## config.mk

```make
export PLATFORM = sky130hd
export DESIGN_NAME = usb_in_segmenter
export DESIGN_NICKNAME = d
export VERILOG_FILES = /design/src/rtl/usb_seg_pkg.sv /design/src/rtl/usb_seg_datapath.sv /design/src/rtl/usb_seg_ctrl.sv /design/src/rtl/usb_in_segmenter.sv
export SDC_FILE = /design/constraint.sdc
export NUM_CORES = 1
export LEC_CHECK = 0
export BUFFER_PORTS_ARGS = -buffer_cell sky130_fd_sc_hd__clkbuf_2
export CAP_MARGIN = 20
export CORE_MARGIN = 4
export CORE_UTILIZATION = 53
export DETAILED_ROUTE_END_ITERATION = 10
export PLACE_DENSITY = 0.84
export RECOVER_POWER = 50
export SYNTH_ARGS = -nofsm -noshare
export SYNTH_HDL_FRONTEND = slang
export SYNTH_SLANG_ARGS = --single-unit
```

## constraint.sdc

```tcl
create_clock -name clk -period 4.8 [get_ports clk]
set_input_delay 0.48 -clock clk [delete_from_list [all_inputs] [get_ports clk]]
set_output_delay 0.48 -clock clk [all_outputs]
set_load 0.01 [all_outputs]
```

## src/rtl/usb_seg_pkg.sv

```systemverilog
package usb_seg_pkg;

  typedef enum logic [2:0] {
    ST_IDLE,
    ST_WAIT_ROOM,
    ST_WR_SIZE,
    ST_WR_ADDR,
    ST_DMA_GO,
    ST_NAK_REL,
    ST_WAIT_ACK
  } segState_t;

  typedef struct packed {
    logic load;
    logic tmrClr;
    logic tmrInc;
    logic advance;
  } segCtl_t;

endpackage

```

## src/rtl/usb_seg_datapath.sv

```systemverilog
module usb_seg_datapath
  import usb_seg_pkg::*;
#(
  parameter int ADDR_W      = 32,
  parameter int LEN_W       = 16,
  parameter int FS_MAX      = 64,
  parameter int HS_BULK_MAX = 512,
  parameter int HS_INTR_MAX = 1024,
  parameter int TIMEOUT_CYC = 1000
) (
  input  logic              clk,
  input  logic              rstN,
  input  segCtl_t           ctl,
  input  logic [ADDR_W-1:0] reqAddr,
  input  logic [LEN_W-1:0]  reqLen,
  input  logic              highSpeed,
  input  logic              intrEp,
  output logic [LEN_W-1:0]  pktSize,
  output logic [ADDR_W-1:0] pktAddr,
  output logic [LEN_W-1:0]  origLen,
  output logic              remNeg,
  output logic              tmrExpired
);

  localparam int REM_W = LEN_W + 1;
  localparam int TMR_W = (TIMEOUT_CYC > 1) ? $clog2(TIMEOUT_CYC) : 1;
  localparam logic signed [REM_W-1:0] FS_V   = REM_W'(FS_MAX);
  localparam logic signed [REM_W-1:0] HSB_V  = REM_W'(HS_BULK_MAX);
  localparam logic signed [REM_W-1:0] HSI_V  = REM_W'(HS_INTR_MAX);
  localparam logic [TMR_W-1:0]        TMR_LAST = TMR_W'(TIMEOUT_CYC - 1);

  logic signed [REM_W-1:0] remCnt;
  logic signed [REM_W-1:0] maxPkt;
  logic signed [REM_W-1:0] maxSel;
  logic [ADDR_W-1:0]       curAddr;
  logic [TMR_W-1:0]        tmrCnt;

  always_comb begin
    if (!highSpeed)  maxSel = FS_V;
    else if (intrEp) maxSel = HSI_V;
    else             maxSel = HSB_V;
  end

  always_comb begin
    if (remCnt > maxPkt) pktSize = maxPkt[LEN_W-1:0];
    else                 pktSize = remCnt[LEN_W-1:0];
  end

  assign pktAddr    = curAddr;
  assign remNeg     = remCnt[REM_W-1];
  assign tmrExpired = (tmrCnt == TMR_LAST);

  always_ff @(posedge clk) begin
    if (!rstN) begin
      remCnt  <= '0;
      maxPkt  <= FS_V;
      curAddr <= '0;
      origLen <= '0;
    end else if (ctl.load) begin
      remCnt  <= $signed({1'b0, reqLen});
      maxPkt  <= maxSel;
      curAddr <= reqAddr;
      origLen <= reqLen;
    end else if (ctl.advance) begin
      remCnt  <= remCnt - maxPkt;
      curAddr <= curAddr + ADDR_W'(pktSize);
    end
  end

  always_ff @(posedge clk) begin
    if (!rstN)           tmrCnt <= '0;
    else if (ctl.tmrClr) tmrCnt <= '0;
    else if (ctl.tmrInc) tmrCnt <= tmrCnt + 1'b1;
  end

endmodule

```

## src/rtl/usb_seg_ctrl.sv

```systemverilog
module usb_seg_ctrl
  import usb_seg_pkg::*;
(
  input  logic    clk,
  input  logic    rstN,
  input  logic    reqValid,
  input  logic    txBufFull,
  input  logic    txAck,
  input  logic    remNeg,
  input  logic    tmrExpired,
  output segCtl_t ctl,
  output logic    sizeWr,
  output logic    addrWr,
  output logic    dmaStart,
  output logic    nakClr,
  output logic    busy,
  output logic    done
);

  segState_t state, stateNext;
  logic      doneNext;

  always_comb begin
    stateNext = state;
    ctl       = '0;
    doneNext  = 1'b0;
    unique case (state)
      ST_IDLE: if (reqValid) begin
        ctl.load   = 1'b1;
        ctl.tmrClr = 1'b1;
        stateNext  = ST_WAIT_ROOM;
      end
      ST_WAIT_ROOM: begin
        if (!txBufFull || tmrExpired) stateNext = ST_WR_SIZE;
        else                          ctl.tmrInc = 1'b1;
      end
      ST_WR_SIZE: stateNext = ST_WR_ADDR;
      ST_WR_ADDR: stateNext = ST_DMA_GO;
      ST_DMA_GO:  stateNext = ST_NAK_REL;
      ST_NAK_REL: begin
        ctl.advance = 1'b1;
        stateNext   = ST_WAIT_ACK;
      end
      ST_WAIT_ACK: if (txAck) begin
        if (remNeg) begin
          stateNext = ST_IDLE;
          doneNext  = 1'b1;
        end else begin
          ctl.tmrClr = 1'b1;
          stateNext  = ST_WAIT_ROOM;
        end
      end
      default: stateNext = ST_IDLE;
    endcase
  end

  always_ff @(posedge clk) begin
    if (!rstN) begin
      state <= ST_IDLE;
      done  <= 1'b0;
    end else begin
      state <= stateNext;
      done  <= doneNext;
    end
  end

  assign sizeWr   = (state == ST_WR_SIZE);
  assign addrWr   = (state == ST_WR_ADDR);
  assign dmaStart = (state == ST_DMA_GO);
  assign nakClr   = (state == ST_NAK_REL);
  assign busy     = (state != ST_IDLE);

endmodule

```

## src/rtl/usb_in_segmenter.sv

```systemverilog
module usb_in_segmenter
  import usb_seg_pkg::*;
#(
  parameter int ADDR_W      = 32,
  parameter int LEN_W       = 16,
  parameter int FS_MAX      = 64,
  parameter int HS_BULK_MAX = 512,
  parameter int HS_INTR_MAX = 1024,
  parameter int TIMEOUT_CYC = 1000
) (
  input  logic              clk,
  input  logic              rstN,
  input  logic              reqValid,
  input  logic [ADDR_W-1:0] reqAddr,
  input  logic [LEN_W-1:0]  reqLen,
  input  logic              highSpeed,
  input  logic              intrEp,
  input  logic              txBufFull,
  input  logic              txAck,
  output logic              sizeWr,
  output logic              addrWr,
  output logic              dmaStart,
  output logic              nakClr,
  output logic [LEN_W-1:0]  pktSize,
  output logic [ADDR_W-1:0] pktAddr,
  output logic              busy,
  output logic              done,
  output logic [LEN_W-1:0]  doneLen
);

  segCtl_t ctl;
  logic    remNeg;
  logic    tmrExpired;

  usb_seg_ctrl u_ctrl (
    .clk        (clk),
    .rstN       (rstN),
    .reqValid   (reqValid),
    .txBufFull  (txBufFull),
    .txAck      (txAck),
    .remNeg     (remNeg),
    .tmrExpired (tmrExpired),
    .ctl        (ctl),
    .sizeWr     (sizeWr),
    .addrWr     (addrWr),
    .dmaStart   (dmaStart),
    .nakClr     (nakClr),
    .busy       (busy),
    .done       (done)
  );

  usb_seg_datapath #(
    .ADDR_W      (ADDR_W),
    .LEN_W       (LEN_W),
    .FS_MAX      (FS_MAX),
    .HS_BULK_MAX (HS_BULK_MAX),
    .HS_INTR_MAX (HS_INTR_MAX),
    .TIMEOUT_CYC (TIMEOUT_CYC)
  ) u_dp (
    .clk        (clk),
    .rstN       (rstN),
    .ctl        (ctl),
    .reqAddr    (reqAddr),
    .reqLen     (reqLen),
    .highSpeed  (highSpeed),
    .intrEp     (intrEp),
    .pktSize    (pktSize),
    .pktAddr    (pktAddr),
    .origLen    (doneLen),
    .remNeg     (remNeg),
    .tmrExpired (tmrExpired)
  );

endmodule

```

==> impl_results.md, run 1 <==
* Status: finished, violations left
* Failing checks: max-capacitance violations, max-slew violations
* Yosys warns at 0
* Max incr delay on CP at 0.64 ns
* Share of the synthesized area in the top cell type at a little over a third
* Crit Path Class: flop to flop
* Vias per inst at 5.74
* Sequential cell area fraction in the yosys report at around 36%
* Compound-Gate Fraction of Synth Area at approximately a quarter
* Net switching power figure at between 0.5 and 0.6 mW
* Crit start category: flop
* Area Growth Syn to Fin at 17.0%
* Mapped Cells at approximately 570
* Top_reg_cell synth: dfxtp_1
* Chip width at 100 um
* CP Depth at 16
* Nets at about 760
* Xor/xnor cell area share of the yosys netlist at under 10%
* Family with the most delay on the worst path: compound AO/OA/AOI/OAI gates
* Drt pass-1 iters at 5
* Area occupied by multi-input gates at 0.00270 mm2
* Sw frac at 33.8%
* Top post-synthesis cells by area: dfxtp_1 36%, a21oi_1 9.7%, nand2_1 6.8%
* Total gr overflow at 0
* Cts hold-fix bufs at 0
* Ys async rst share at 0%
* Diodes inserted at 0
* Total CTS buffers at 9
* Slew Viols, Final at 86
* Synth unique cells at about 60
* CP Data Arrival Time at about 4.5 ns
* Adder-cell share of the synthesized area at approximately 6.2%
* Fin area at approximately 0.0053 mm2
* Worst skew pair latency at roughly 0.35 ns
* FF-to-FF setup slack at between 0.5 and 0.6 ns
* Critical R2R Launch: u_dp.remCnt[6]
* Core Region at between 0.008 and 0.009 mm2
* CP Capture Type: flop
* Count of flip-flops with a built-in enable after synthesis at 0
* #FFs+latches synth at 82
* Residual DRC at 0
* Crit-path slowest cell: a21oi_1
* Clock Tree Buf Depth at 2
* Fmax at between 0.2 and 0.25 GHz
* Crit path cell chain: inv_1 > ha_1 > or3b_2 > a21oi_1 > nor2_1 > o21ai_0 > a21oi_1 > mux2_2 > ha_1 > a21oi_1 > o21ai_1 > a311o_1 > or3_1 > and3_4 > mux2i_1 > a211oi_1
* Post-DP HPWL at just over 9000 um
* Fin util at 64.2%
* Synth Net Count at between 600 and 700
* CTS root buffer: clkbuf_8
* Cell Area, Placed at 0.00518 mm2
* I/O pin total at about 130
* Critical path required time at around 5.1 ns
* Pwr Density at ~330 mW/mm2
* Crit Path Max Fanout at 11
* Initial Util at a little over half
* Buffers added on ports at around 120
* Simple-Gate Fraction of Synth Area at 21.1%
* VDD IR max at 229 uV
* DR iter-0 viols at 301
* Placed cells at roughly 770
* Multiplexer share of the synthesized area at 1.63%
* Final hold vios at 0
* Cells on worst reg2reg path at 16
* Top-count cell post-synth: a21oi_1
* Register clock-pin slew on the reported worst setup and hold paths at about 0.090 ns
* Post-CTS Resized at 0
* Final ANT Viol Nets at 0
* Final setup viols at 0
* Pint at 1.15 mW
* Slew margin rel. at -21.3%
* Overall power at 1.74 mW
* Worst R2R End: u_dp.pktAddr[28]
* Final setup margin at between 0.5 and 0.6 ns
* End point of the critical path: u_dp.pktAddr[28]
* Synthesized area at around 0.0045 mm2
* Register share of total power at between 40 and 50%
* Postcts setup bufs at 0
* Register Area at roughly 0.0016 mm2
* Leakage at between 2 and 2.5 nW
* Measured slew at the worst slew-check pin at ~1.8 ns
* Final Critical Period at 4.27 ns
* Unrepaired setup endpoints after global routing: false
* Initial antenna violation count at 0
* Placement Rows at 33
* Tcrit/Tclk final at 88.9%
* Setup TNS at 0 ns
* Drt total wl at between 10000 and 15000 um
* Comb pwr share at between 20% and 30%
* Clock network power share at 29.5%
* Worst Hold Slack at roughly 0.36 ns
* GRT Util Overall at ~24%
* First-pass GRT wire length at approximately 20000 um
* Die Y at approximately 100 um
* Synthesized area per cell at roughly 8.0 um2
* Worst path buffer plus inverter count at 1
* Share of cells above drive strength 1 at about 16%
* Cell accounting for the most synthesized area: dfxtp_1
* Vias at approximately 4500
* Die area at roughly 0.010 mm2
* Layout Cells excl Fill at about 800
* RePlAce Congestion at 0.934
* Maxcap violations at 2
* CTS Sinks at around 80
* Crit. Startpoint: u_dp.remCnt[6]
* Largest net degree at the start of global routing at 44
* DR WL/cell at approximately 16 um
* Most frequent CP cell: a21oi_1
* CTS H-tree depth at 3
* List of most frequent post-synthesis cells: 88 x a21oi_1, 82 x dfxtp_1, 82 x nand2_1
* CTS tree: yes
* Fill cell total of the finished layout at 766
* Largest family of logic cells by synthesized area: compound AO/OA/AOI/OAI gates
* Place WS at around 0.63 ns
* Vias in the first global route at roughly 4400
* Final Skew at 0.0123 ns
* Worst hold path type: input pin to flop
==> area by class of cell <==
cell class              instances  share of cell area, %
clock buffers                  10                   2.41
clock inverters                 6                   1.25
inverters                      12                  0.850
multi-input cells             443                   51.0
flip-flops and latches         82                   31.0
well taps                     105                   2.48
repair buffers                130                   11.1
==> worst register-to-register path, cell delays in order (launching register included) <==
cell	delay, ns
dfxtp_1	0.36
inv_1	0.05
ha_1	0.18
or3b_2	0.22
a21oi_1	0.08
nor2_1	0.11
o21ai_0	0.08
a21oi_1	0.64
mux2_2	0.43
ha_1	0.35
a21oi_1	0.18
o21ai_1	0.12
a311o_1	0.36
or3_1	0.45
and3_4	0.22
mux2i_1	0.11
a211oi_1	0.22
==> power by group through the flow <==
stage / clock network, mW / registers (mW) / logic (mW)
6_report: 0.512 / 0.800 / 0.425
5_1_grt: 0.550 / 0.808 / 0.474
4_1_cts: 0.517 / 0.798 / 0.434
3_5_place_dp: 0 / 0.813 / 0.431
3_3_place_gp: 0 / 0.810 / 0.420
2_1_floorplan: 0 / 0.816 / 0.284
==> sequential cells by signal, summed over array words and instances (netlist names) <==
register,flops
u_ctrl.done,1
u_ctrl.state,3
u_dp.maxPkt,3
u_dp.tmrCnt,10
u_dp.origLen,16
u_dp.remCnt,17
u_dp.pktAddr,32
==> layout by cell type, fill, tap and decap left out, types with 3 or more instances in the layout <==
cell type and n:
inv_1 10, nand3b_1 3, mux2_2 3, nand2_1 81
a21oi_1 88, o221ai_1 8, mux2i_1 4, o311ai_0 3
nand4_1 8, nor2_1 35, a21o_1 9, clkinvlp_4 3
nor2b_1 8, clkbuf_1 58, clkbuf_2 70, dfxtp_1 82
a31oi_1 5, o211ai_1 4, nand3_1 16, clkbuf_8 9
o21ai_0 35, ha_1 21, or3_1 4, and2_0 5
a211oi_1 9, or2_2 3, buf_4 3, nand2b_1 6
nor3_1 13, xnor2_1 17, xor2_1 19, a311oi_1 3
==> per-layer routing <==
metal	part of all wire [%]	GRT usage [%]	wire length (um)	up-vias
met5	0	0	0	-
met4	0.70	7.15	87	0
met3	7.5	4.57	920	12
met2	49	40.6	6000	165
met1	43	32.4	5340	2114
li1	-	-	-	2235
==> worst min path at each step <==
stage	from	endpoint	slack (ns)	cells past startpoint
final	reqLen[8]	u_dp.origLen[8]	0.36	3
after floorplan	u_dp.maxPkt[10]	u_dp.maxPkt[10]	0.44	2
after detailed placement	u_dp.origLen[1]	u_dp.origLen[1]	0.45	2
after global placement	u_dp.origLen[2]	u_dp.origLen[2]	0.44	2
after CTS	reqLen[8]	u_dp.origLen[8]	0.35	3
after global routing	reqLen[9]	u_dp.origLen[9]	0.37	3
==> kinds of logic (layout without fill, tap and decap cells) <==
| family | count (synthesis) | count (layout) |
|---|---|---|
| simple gates | 200 | 200 |
| compound gates | 178 | 178 |
| flops | 82 | 82 |
| buf+inv | 42 | 158 |
| xor+xnor | 36 | 36 |
| fa+ha+maj | 22 | 22 |
| mux | 7 | 7 |
No activity file was read; power rests on OpenSTA's default activity.
==> run 2: changes to the inputs <==
--- a/config.mk
+++ b/config.mk
@@ -11,4 +11,5 @@
 export CORE_UTILIZATION = 53
 export DETAILED_ROUTE_END_ITERATION = 10
+export GPL_ROUTABILITY_DRIVEN = 0
 export PLACE_DENSITY = 0.84
 export RECOVER_POWER = 50
==> constraint.sdc (replaced) <==
create_clock -name clk -period 4.8 [get_ports clk]
set_input_delay 0.24 -clock clk [delete_from_list [all_inputs] [get_ports clk]]
set_output_delay 0.24 -clock clk [all_outputs]
set_load 0.01 [all_outputs]
==> impl_results.md, run 2 (synthesis results as in run 1) <==
* Status: finished, violations left
* Failing checks: max-capacitance violations, max-slew violations
* Crit start category: flop
* Tcrit/Tclk final at 90.4% (+1.5 points)
* CP Capture Type: flop
* Total gr overflow at 0 (unchanged)
* Crit path cell chain: inv_1 > ha_1 > or3b_2 > a21oi_1 > nor2_1 > o21ai_0 > a21oi_1 > mux2_2 > ha_1 > a21oi_1 > o21ai_1 > a311o_1 > or3_1 > and3_4 > mux2i_1 > a211oi_1
* CTS root buffer: clkbuf_8
* Final Skew at 0.0145 ns (+0.00219 ns)
* Largest register FFs at 32 (unchanged)
* Place WS at 0.562 ns (-0.0647 ns)
* DR WL/cell at 15.7 um (+0.30%)
* Core Region at 0.00826 mm2 (unchanged)
* Family with the most delay on the worst path: compound AO/OA/AOI/OAI gates
* Pwr Density at 335 mW/mm2 (+2.4%)
* Placement Rows at 33 (unchanged)
* Diodes inserted at 0 (unchanged)
* Register clock-pin slew on the reported worst setup and hold paths at 0.09 ns (about the same)
* CTS Sinks at 82 (unchanged)
* Critical path required time at 5.08 ns (about the same)
* Clock Tree Buf Depth at 2 (unchanged)
* GRT Util Overall at 23.8% (-0.63 points)
* Crit-path slowest cell: a21oi_1
* Slew Viols, Final at 88 (+2.3%)
* Fill cell total of the finished layout at 775 (+1.2%)
* Residual DRC at 0 (unchanged)
* Crit Path Max Fanout at 11 (unchanged)
* Most frequent CP cell: a21oi_1
* Maxcap violations at 2 (unchanged)
* Commonest non-fill, non-tap cells in the layout: 88 x a21oi_1, 82 x nand2_1, 82 x dfxtp_1, 71 x clkbuf_2, 57 x clkbuf_1
* Max incr delay on CP at 0.68 ns (+0.04 ns)
* Final Critical Period at 4.34 ns (+0.0726 ns)
* Fin area at 0.00531 mm2 (+0.14%)
* Post-CTS Resized at 0 (unchanged)
* Drt total wl at 12400 um (about the same)
* Area Growth Syn to Fin at 17.1%
* Nets at 753 (-0.26%)
* Commonest non-fill, non-tap cell in the layout: a21oi_1
* Final ANT Viol Nets at 0 (unchanged)
* Setup TNS at 0 ns (unchanged)
* Chip width at 100 um (unchanged)
* Crit Path Class: flop to flop
* Final setup viols at 0 (unchanged)
* Post-DP HPWL at 8990 um (-0.81%)
* Final setup margin at 0.459 ns (-0.0726 ns)
* I/O pin total at 125 (unchanged)
* Final hold vios at 0 (unchanged)
* VDD IR max at 159 uV (-31%)
* CTS tree: yes
* CTS H-tree depth at 3 (unchanged)
* Vias per inst at 5.83 (+1.6%)
* Total CTS buffers at 9 (unchanged)
* CP Data Arrival Time at 4.62 ns (+0.08 ns)
* Initial Util at 54.9% (unchanged)
* Die area at 0.0101 mm2 (unchanged)
* Worst path buffer plus inverter count at 1 (unchanged)
* Fmax at 0.230 GHz (-1.7%)
* Initial antenna violation count at 0 (unchanged)
* Largest net degree at the start of global routing at 46 (+4.5%)
* Vias in the first global route at 4269 (-3.0%)
* First-pass GRT wire length at 19700 um (-3.4%)
* Slew margin rel. at -23.1% (-1.7 points)
* Drt pass-1 iters at 6 (+1)
* Share of cells above drive strength 1 at 15.7% (-0.25 points)
* Measured slew at the worst slew-check pin at 1.85 ns (+0.0255 ns)
* Buffers added on ports at 124 (unchanged)
* Vias at 4586 (+1.3%)
* Worst skew pair latency at 0.36 ns (about the same)
* Worst hold path type: input pin to flop
* DR iter-0 viols at 218 (-28%)
* Cell Area, Placed at 0.00516 mm2 (-0.29%)
* Die Y at 100 um (unchanged)
* Cts hold-fix bufs at 0 (unchanged)
* Unrepaired setup endpoints after global routing: false
* Postcts setup bufs at 0 (unchanged)
* Leakage at 2.13 nW (+0.56%)
-- run 2: final timing paths --
kind,startpoint,to,slack (ns),cells after the start
max,u_dp.remCnt[6],u_dp.pktAddr[28],0.46,16
min,reqLen[1],u_dp.origLen[1],0.13,3
max reg2reg,u_dp.remCnt[6],u_dp.pktAddr[28],0.46,16
min reg2reg,u_dp.origLen[4],u_dp.origLen[4],0.46,2
-- run 2: stage by stage --
| step | cells | util [%] | total power, mW | hold WS [ns] |
|---|---|---|---|---|
| floorplan | 567 | - | 1.10 | 0.374 |
| global placement | 769 | 62.5 | 1.23 | 0.443 |
| detailed placement | 769 | 62.5 | 1.24 | 0.448 |
| CTS | 785 | 65.2 | 1.80 | 0.119 |
| global route | 786 | 64.3 | 1.87 | 0.136 |
| finish | 786 | 64.3 | 1.78 | 0.125 |
-- run 2: report_power, final --
| part | internal, mW | switching [mW] | leakage, nW |
|---|---|---|---|
| combinational | 0.166 | 0.256 | 1.35 |
| sequential | 0.740 | 0.0593 | 0.673 |
| clock | 0.295 | 0.264 | 0.107 |
| total | 1.20 | 0.579 | 2.13 |
-- run 2: layout make-up --
| cell class | count | area (um2) | area share, % |
|---|---|---|---|
| repair buffers | 128 | 573 | 10.8 |
| flip-flops and latches | 82 | 1640 | 30.9 |
| inverters | 12 | 45.0 | 0.849 |
| well taps | 105 | 131 | 2.48 |
| clock buffers | 10 | 128 | 2.40 |
| clock inverters | 6 | 90.1 | 1.70 |
| multi-input cells | 443 | 2700 | 50.8 |
-- run 2: per-layer routing --
layer,GRT usage [%],wire length (um)
met4,9.02,266
met3,3.67,861
met1,31.0,5280
met5,0,0
met2,39.9,5940
-- run 2: worst register-to-register path, stage by stage, from the launching register on --
cell and delay, ns:
dfxtp_1 0.36, inv_1 0.05, ha_1 0.19, or3b_2 0.21, a21oi_1 0.08, nor2_1 0.12
o21ai_0 0.09, a21oi_1 0.68, mux2_2 0.43, ha_1 0.35, a21oi_1 0.18, o21ai_1 0.13
a311o_1 0.36, or3_1 0.46, and3_4 0.22, mux2i_1 0.13, a211oi_1 0.22
